**src/rtl/irqv_pkg.sv**
```systemverilog
package irqv_pkg;

    localparam int NSRC    = 6;
    localparam int ADDR_W  = 16;
    localparam logic [ADDR_W-1:0] VEC_TOP = 16'h3FFE;
    localparam int TMR_N   = 3;
    localparam int SCI_NF  = 5;
    localparam int SCI_NE  = 4;
    localparam int SPI_NF  = 2;
    localparam int IDX_W   = $clog2(NSRC);

    // Priority order: lower index wins
    typedef enum logic [IDX_W-1:0] {
        SRC_RESET = 3'd0,
        SRC_SWI   = 3'd1,
        SRC_EXT   = 3'd2,
        SRC_TMR   = 3'd3,
        SRC_SCI   = 3'd4,
        SRC_SPI   = 3'd5
    } src_e;

    typedef struct packed {
        logic [TMR_N-1:0]  flag;
        logic [TMR_N-1:0]  en;
    } tmr_in_t;

    typedef struct packed {
        logic [SCI_NF-1:0] flag;
        logic [SCI_NE-1:0] en;
    } sci_in_t;

    typedef struct packed {
        logic [SPI_NF-1:0] flag;
        logic              en;
    } spi_in_t;

    typedef struct packed {
        logic                  take;
        logic [ADDR_W-1:0]     vec;
        logic [NSRC-1:0]       id;
    } sel_t;

    // Vector pairs descend two bytes per priority slot
    function automatic logic [ADDR_W-1:0] vec_of(input logic [IDX_W-1:0] idx);
        logic [ADDR_W-1:0] off;
        off = ADDR_W'(idx) << 1;
        return VEC_TOP - off;
    endfunction

    function automatic logic [IDX_W-1:0] idx_of(input logic [NSRC-1:0] oh);
        logic [IDX_W-1:0] r;
        r = '0;
        for (int i = 0; i < NSRC; i++) begin
            if (oh[i]) r = IDX_W'(i);
        end
        return r;
    endfunction

endpackage

```
**src/rtl/irqv_group.sv**
```systemverilog
module irqv_group #(
    parameter int NPAIRS = 2
) (
    input  logic [NPAIRS-1:0] flag,
    input  logic [NPAIRS-1:0] en,
    output logic              req
);
    logic [NPAIRS-1:0] hit;

    for (genvar g = 0; g < NPAIRS; g++) begin : g_pair
        assign hit[g] = flag[g] & en[g];
    end

    assign req = |hit;
endmodule

```
**src/rtl/irqv_arbiter.sv**
```systemverilog
module irqv_arbiter #(
    parameter int N = 6
) (
    input  logic [N-1:0] req,
    output logic [N-1:0] grant,
    output logic         any
);
    logic [N:0] above;

    assign above[0] = 1'b0;
    for (genvar g = 0; g < N; g++) begin : g_chain
        assign above[g+1] = above[g] | req[g];
        assign grant[g]   = req[g] & ~above[g];
    end

    assign any = above[N];

    always_comb begin
        assert_grant_subset_R8: assert ((grant & ~req) == '0);
        assert_grant_single_R8: assert ($countones(grant) == (any ? 1 : 0));
    end
endmodule

```
**src/rtl/irq_vector_ctrl.sv**
```systemverilog
module irq_vector_ctrl
    import irqv_pkg::*;
(
    input  logic        clk,
    input  logic        rst,
    input  logic        por_req,
    input  logic        pin_rst_req,
    input  logic        wdog_req,
    input  logic        swi_req,
    input  logic        irq_line,
    input  logic        portb_line,
    input  logic        i_mask,
    input  logic        instr_done,
    input  logic [2:0]  tmr_flags,
    input  logic [2:0]  tmr_en,
    input  logic [4:0]  sci_flags,
    input  logic [3:0]  sci_en,
    input  logic [1:0]  spi_flags,
    input  logic        spi_en,
    output logic        take,
    output logic [15:0] vector,
    output logic [5:0]  src_id,
    output logic        set_imask
);
    tmr_in_t tmr;
    sci_in_t sci;
    spi_in_t spi;

    assign tmr = '{flag: tmr_flags, en: tmr_en};
    assign sci = '{flag: sci_flags, en: sci_en};
    assign spi = '{flag: spi_flags, en: spi_en};

    logic tmr_req, sci_req, spi_req;

    irqv_group #(.NPAIRS(TMR_N)) u_tmr (
        .flag (tmr.flag),
        .en   (tmr.en),
        .req  (tmr_req)
    );

    // Receive-full and overrun share the receive enable
    irqv_group #(.NPAIRS(SCI_NE)) u_sci (
        .flag ({sci.flag[4], sci.flag[3] | sci.flag[2], sci.flag[1], sci.flag[0]}),
        .en   (sci.en),
        .req  (sci_req)
    );

    irqv_group #(.NPAIRS(SPI_NF)) u_spi (
        .flag (spi.flag),
        .en   ({SPI_NF{spi.en}}),
        .req  (spi_req)
    );

    logic            rst_any;
    logic [NSRC-1:0] req;
    logic [NSRC-1:0] grant;
    logic            any_req;

    assign rst_any = por_req | pin_rst_req | wdog_req;

    always_comb begin
        req          = '0;
        req[SRC_RESET] = rst_any;
        req[SRC_SWI]   = swi_req;
        req[SRC_EXT]   = (irq_line | portb_line) & ~i_mask;
        req[SRC_TMR]   = tmr_req & ~i_mask;
        req[SRC_SCI]   = sci_req & ~i_mask;
        req[SRC_SPI]   = spi_req & ~i_mask;
    end

    irqv_arbiter #(.N(NSRC)) u_arb (
        .req   (req),
        .grant (grant),
        .any   (any_req)
    );

    sel_t nxt, cur;

    always_comb begin
        nxt = cur;
        nxt.take = 1'b0;
        if (instr_done && any_req) begin
            nxt.take = 1'b1;
            nxt.vec  = vec_of(idx_of(grant));
            nxt.id   = grant;
        end
    end

    always_ff @(posedge clk) begin
        if (rst) begin
            cur       <= '0;
            set_imask <= 1'b0;
        end else begin
            cur       <= nxt;
            set_imask <= instr_done & any_req;
        end
    end

    assign take   = cur.take;
    assign vector = cur.vec;
    assign src_id = cur.id;

    assert_take_boundary_R1: assert property (@(posedge clk) disable iff (rst)
        take |-> $past(instr_done));

    assert_reset_wins_R2: assert property (@(posedge clk) disable iff (rst)
        (instr_done && (por_req || pin_rst_req || wdog_req)) |=>
            (take && src_id == 6'b000001 && vector == 16'h3FFE));

    assert_swi_unmasked_R3: assert property (@(posedge clk) disable iff (rst)
        (instr_done && swi_req && !(por_req || pin_rst_req || wdog_req)) |=>
            (take && src_id == 6'b000010));

    assert_mask_blocks_R4: assert property (@(posedge clk) disable iff (rst)
        (instr_done && i_mask && !swi_req && !(por_req || pin_rst_req || wdog_req)) |=> !take);

    assert_imask_with_take_R10: assert property (@(posedge clk) disable iff (rst)
        set_imask == take);

    assert_hold_R10: assert property (@(posedge clk) disable iff (rst)
        (!take && $past(!rst)) |-> ($stable(vector) && $stable(src_id)));

    assert_even_R11: assert property (@(posedge clk) disable iff (rst)
        take |-> (vector[0] == 1'b0 && $countones(src_id) == 1));
endmodule

```
**config.mk**
```make
export PLATFORM = sky130hd
export DESIGN_NAME = irq_vector_ctrl
export DESIGN_NICKNAME = d
export VERILOG_FILES = /design/src/rtl/irqv_pkg.sv /design/src/rtl/irqv_group.sv /design/src/rtl/irqv_arbiter.sv /design/src/rtl/irq_vector_ctrl.sv
export SDC_FILE = /design/constraint.sdc
export NUM_CORES = 1
export LEC_CHECK = 0
export ABC_CLOCK_PERIOD_IN_PS = 2600
export BUFFER_PORTS_ARGS = -buffer_cell sky130_fd_sc_hd__buf_2
export CORE_MARGIN = 5
export CORE_UTILIZATION = 38
export DETAILED_ROUTE_END_ITERATION = 8
export PLACE_DENSITY = 0.87
export SYNTH_ARGS = -nofsm -noshare
export SYNTH_HDL_FRONTEND = slang
export SYNTH_SLANG_ARGS = --single-unit
```
**constraint.sdc**
```tcl
create_clock -name clk -period 2.6 [get_ports clk]
set_clock_uncertainty 0.05 [all_clocks]
set_input_delay 0.39 -clock clk [delete_from_list [all_inputs] [get_ports clk]]
set_output_delay 0.39 -clock clk [all_outputs]
set_load 0.02 [all_outputs]
```
==> results.md <==
| Step | Parameter | Reported |
|:---|:---|:---|
| outcome | Outcome | finished clean |
| drt | Total length of routed wires | 1.82 mm |
| cts | Cells resized by post-CTS repair | 0 |
| placed design | GPL Wtd Cong | 0.793 |
| critical path | Critical Path Source | tmr_flags[1] |
| job | Reported max-cap violation count | 0 |
| global route | Via count of the first global-routing pass | 691 |
| min path | Hold endpoint | src_id[0]$_SDFFE_PP0P_ |
| final layout | Final net count | 147 |
| critical path | Slowest cell on crit path | o41a_1 |
| critical path | Crit-path max FO | 6 |
| logic synthesis | Number of flops mapped to enable cells by yosys | 0 |
| critical path | Data arrival time of the critical path | 2.07 ns |
| sta | Shortest clock period the worst path allows after layout | 1.95 ns |
| final layout | Antenna Cells | 0 |
| final layout | Growth of design area from synthesis to finish | 28.2% |
| critical path | Beginning of the worst register-to-register path | src_id[4]$_SDFFE_PP0P_ |
| cts | CTS sink count | 11 |
| logic synthesis | Largest cells by area after synthesis | dfxtp_1 33%, buf_4 15%, o32ai_1 5.3% |
| min path | Hold/Removal Path Class | input port to register |
| final layout | Core occupancy in the finished layout | 0.502 |
| floorplan | Floorplan die height | 51.7 um |
| drt | Total via count after detailed routing | 748 |
| global route | Aggregate global routing overflow | 0 |
| logic synthesis | Synth Flop Type | dfxtp_1 |
| cts | Total clock buffers created by CTS | 3 |
| sta | Max-slew headroom at the worst pin | 0.606 |
| cts | Hold_buf cts | 0 |
| sta | Final total negative setup slack | 0 ns |
| logic synthesis | Async set-or-reset flop fraction in the synthesized netlist | 0 |
| drt | Per-cell routed wire length | 13.5 um |
| cts | Clock tree from TritonCTS | built |
| critical path | Worst setup slack for register-to-register paths | 1.50 ns |
| placed design | Instance area after placement | 822 sq um |
| placed design | Input/output buffers | 48 |
| critical path | Required time reported for the critical path endpoint | 2.72 ns |
| critical path | Critical Setup Path Class | input port to register |
| sta | Maximum achievable frequency | 0.513 GHz |
| critical path | Sequence of cells on the critical path | buf_2 > a222oi_1 > a31oi_1 > o41a_1 > mux2_4 |
| floorplan | Io pins | 52 |
| cts | CTS Root Buffer Type | clkbuf_4 |
| floorplan | Die extent in x | 51.7 um |
| min path | Worst hold path cell count | 3 |
| global route | Largest net degree at the start of global routing | 12 |
| drt | DRC marker count from the first detailed-route iteration | 19 |
| logic synthesis | Post-Syn Area per Cell | 8.27 sq um |
| logic synthesis | Dominant cell type by area after synthesis | dfxtp_1 |
| cts | H-Tree Level Count | 1 |
| placed design | Detail Placement HPWL | 1.44 mm |
| critical path | Sort of element at the start of the critical path | input port |
| critical path | Crit-path max cell delay | 0.56 ns |
| logic synthesis | Proportion of synthesized chip area in sequential cells | 0.333 |
| cts | Clock latency reported for the late side of the worst-skew pair | 0.27 ns |
| global route | Global-route usage over all layers | 0.144 |
| final layout | Post-route design area | 848 sq um |
| floorplan | Die Outline Area | 2680 sq um |
| drt | Post-route DRC violation count | 0 |
| final layout | Number of fillers in the final layout | 172 |
| floorplan | Starting Density | 0.392 |
| cts | Count of buffers added by post-CTS timing repair for setup | 0 |
| critical path | Worst Setup End Kind | register |
| sta | Final hold vios | 0 |
| logic synthesis | Flops & latches, synth | 11 |
| cts | Clock buffer depth | 2 |
| final layout | Area occupied by registers | 220 sq um |
| global route | First-pass GRT wire length | 2.86 mm |
| logic synthesis | Area fraction of the dominant cell type after synthesis | 0.333 |
| critical path | Critical R2R Capture | src_id[4]$_SDFFE_PP0P_ |
| sta | Total setup violations reported at the end of the flow | 0 |
| critical path | Critical path buffer and inverter count | 1 |
| drt | Detailed Routing Iterations Pass 1 | 4 |
| critical path | Top Family by Delay on Critical Path | compound AO/OA/AOI/OAI gates |
| sta | Unrepaired setup endpoints after global routing | false |
| placed design | Post-Place Cells | 131 |
| final layout | Fraction of final layout cells with drive strength greater than 1 | 0.449 |
| floorplan | # rows | 15 |
| critical path | Depth of the most critical reg-to-reg path | 2 |
| global route | Number of antenna violations at the first check in global routing | 0 |
| power | IR drop worst, VDD | 0.000220 V |
| cts | Clock-pin slew reported for the worst setup and hold paths after clock tree synthesis | 0.08 ns |
| sta | Final max-slew violation count | 0 |
| logic synthesis | Count of mapped cells out of synthesis | 80 |
| final layout | Area used by multi-input combinational logic | 310 sq um |
| logic synthesis | Post-Synthesis Cell Area | 662 sq um |
| power | PD cells | 492 nW/um^2 |
| logic synthesis | Synth Warn # | 0 |
| floorplan | Core Box Area | 1690 sq um |
| sta | Share of the clock period used by the worst path | 0.750 |
| power | Leakage | 0.000446 uW |
| final layout | Final non-filler cell total | 135 |
| min path | Launch point of the worst hold path | wdog_req |
| logic synthesis | Number of unique standard cell types used by synthesis | 29 |
| sta | Tightest Pin Transition | 0.590 ns |
| drt | Remaining number of nets flagged by the antenna check after routing | 0 |
| drt | Ratio of routed vias to standard cells | 5.54 |
[cell usage after synthesis, types with 2 or more instances]
library cell   n
o32ai_1        4
or4_1          2
nor2_1         4
o21ai_0        4
clkbuf_1       3
inv_1          8
nor3_1         3
or4b_1         2
buf_4         13
a21oi_1        2
dfxtp_1       11
nand2_1        5
a31oi_1        3
[flip-flops by register name, summed over array words and instances, names as in the netlist]
register and count:
src_id 6, vector 4, set_imask 1
[cells in the final DEF (no fill, tap or decap), types with 2 or more instances in the layout]
master / instances
dfxtp_1: 11
or4_1: 2
nand2_1: 5
nor2_1: 4
o32ai_1: 4
o21ai_0: 4
buf_2: 48
conb_1: 3
or4b_1: 2
a21oi_1: 2
nor3_1: 3
inv_1: 8
a31oi_1: 3
clkbuf_4: 3
[worst max path at each step]
stage | to | slack (ns) | cells after the start
floorplan | src_id[3]$_SDFFE_PP0P_ | 0.60 | 4
global placement | src_id[3]$_SDFFE_PP0P_ | 0.41 | 5
detailed placement | src_id[3]$_SDFFE_PP0P_ | 0.38 | 5
CTS | src_id[3]$_SDFFE_PP0P_ | 0.67 | 5
global route | src_id[0]$_SDFFE_PP0P_ | 0.54 | 5
finish | src_id[3]$_SDFFE_PP0P_ | 0.65 | 5
[power breakdown]
group	switching [uW]	leakage, uW	internal, uW
combinational	71.5	0.000341	42.7
clock	60.5	0.0000150	59.5
sequential	5.92	0.0000906	177
total	138	0.000446	279
[worst register-to-register path: cells and delay by family, from the launching register on]
kind	cells	cell delay, ns
AND/OR/NAND/NOR	1	0.46
flip-flops	1	0.36
AO/OA/AOI/OAI	1	0.16
[area by class of cell]
class,count,area share
multi-input combinational,47,0.366
timing repair buffer,48,0.283
sequential,11,0.260
inverter,8,0.0354
clock buffer,4,0.0310
tap,17,0.0251
[kinds of logic after synthesis]
logic type,synth area share
and+or+nand+nor,0.189
muxes,0.0378
buffers and inverters,0.210
AOI/OAI and AO/OA,0.225
DFF,0.333
other,0.00567
[routing by layer]
metal	wire (um)	GRT usage	vias up
li1	-	-	352
met1	668	0.161	329
met2	892	0.235	58
met3	215	0.0544	9
met4	41	0.0786	0
met5	0	0	-
[stage by stage]
stage	hold slack (ns)	total power, uW	setup slack, ns
floorplan	0.483	274	0.598
global placement	0.406	297	0.411
finish	0.374	417	0.649
CTS	0.371	420	0.673
detailed placement	0.399	300	0.383
global route	0.402	441	0.540
Power figures use the tool's default switching activity.
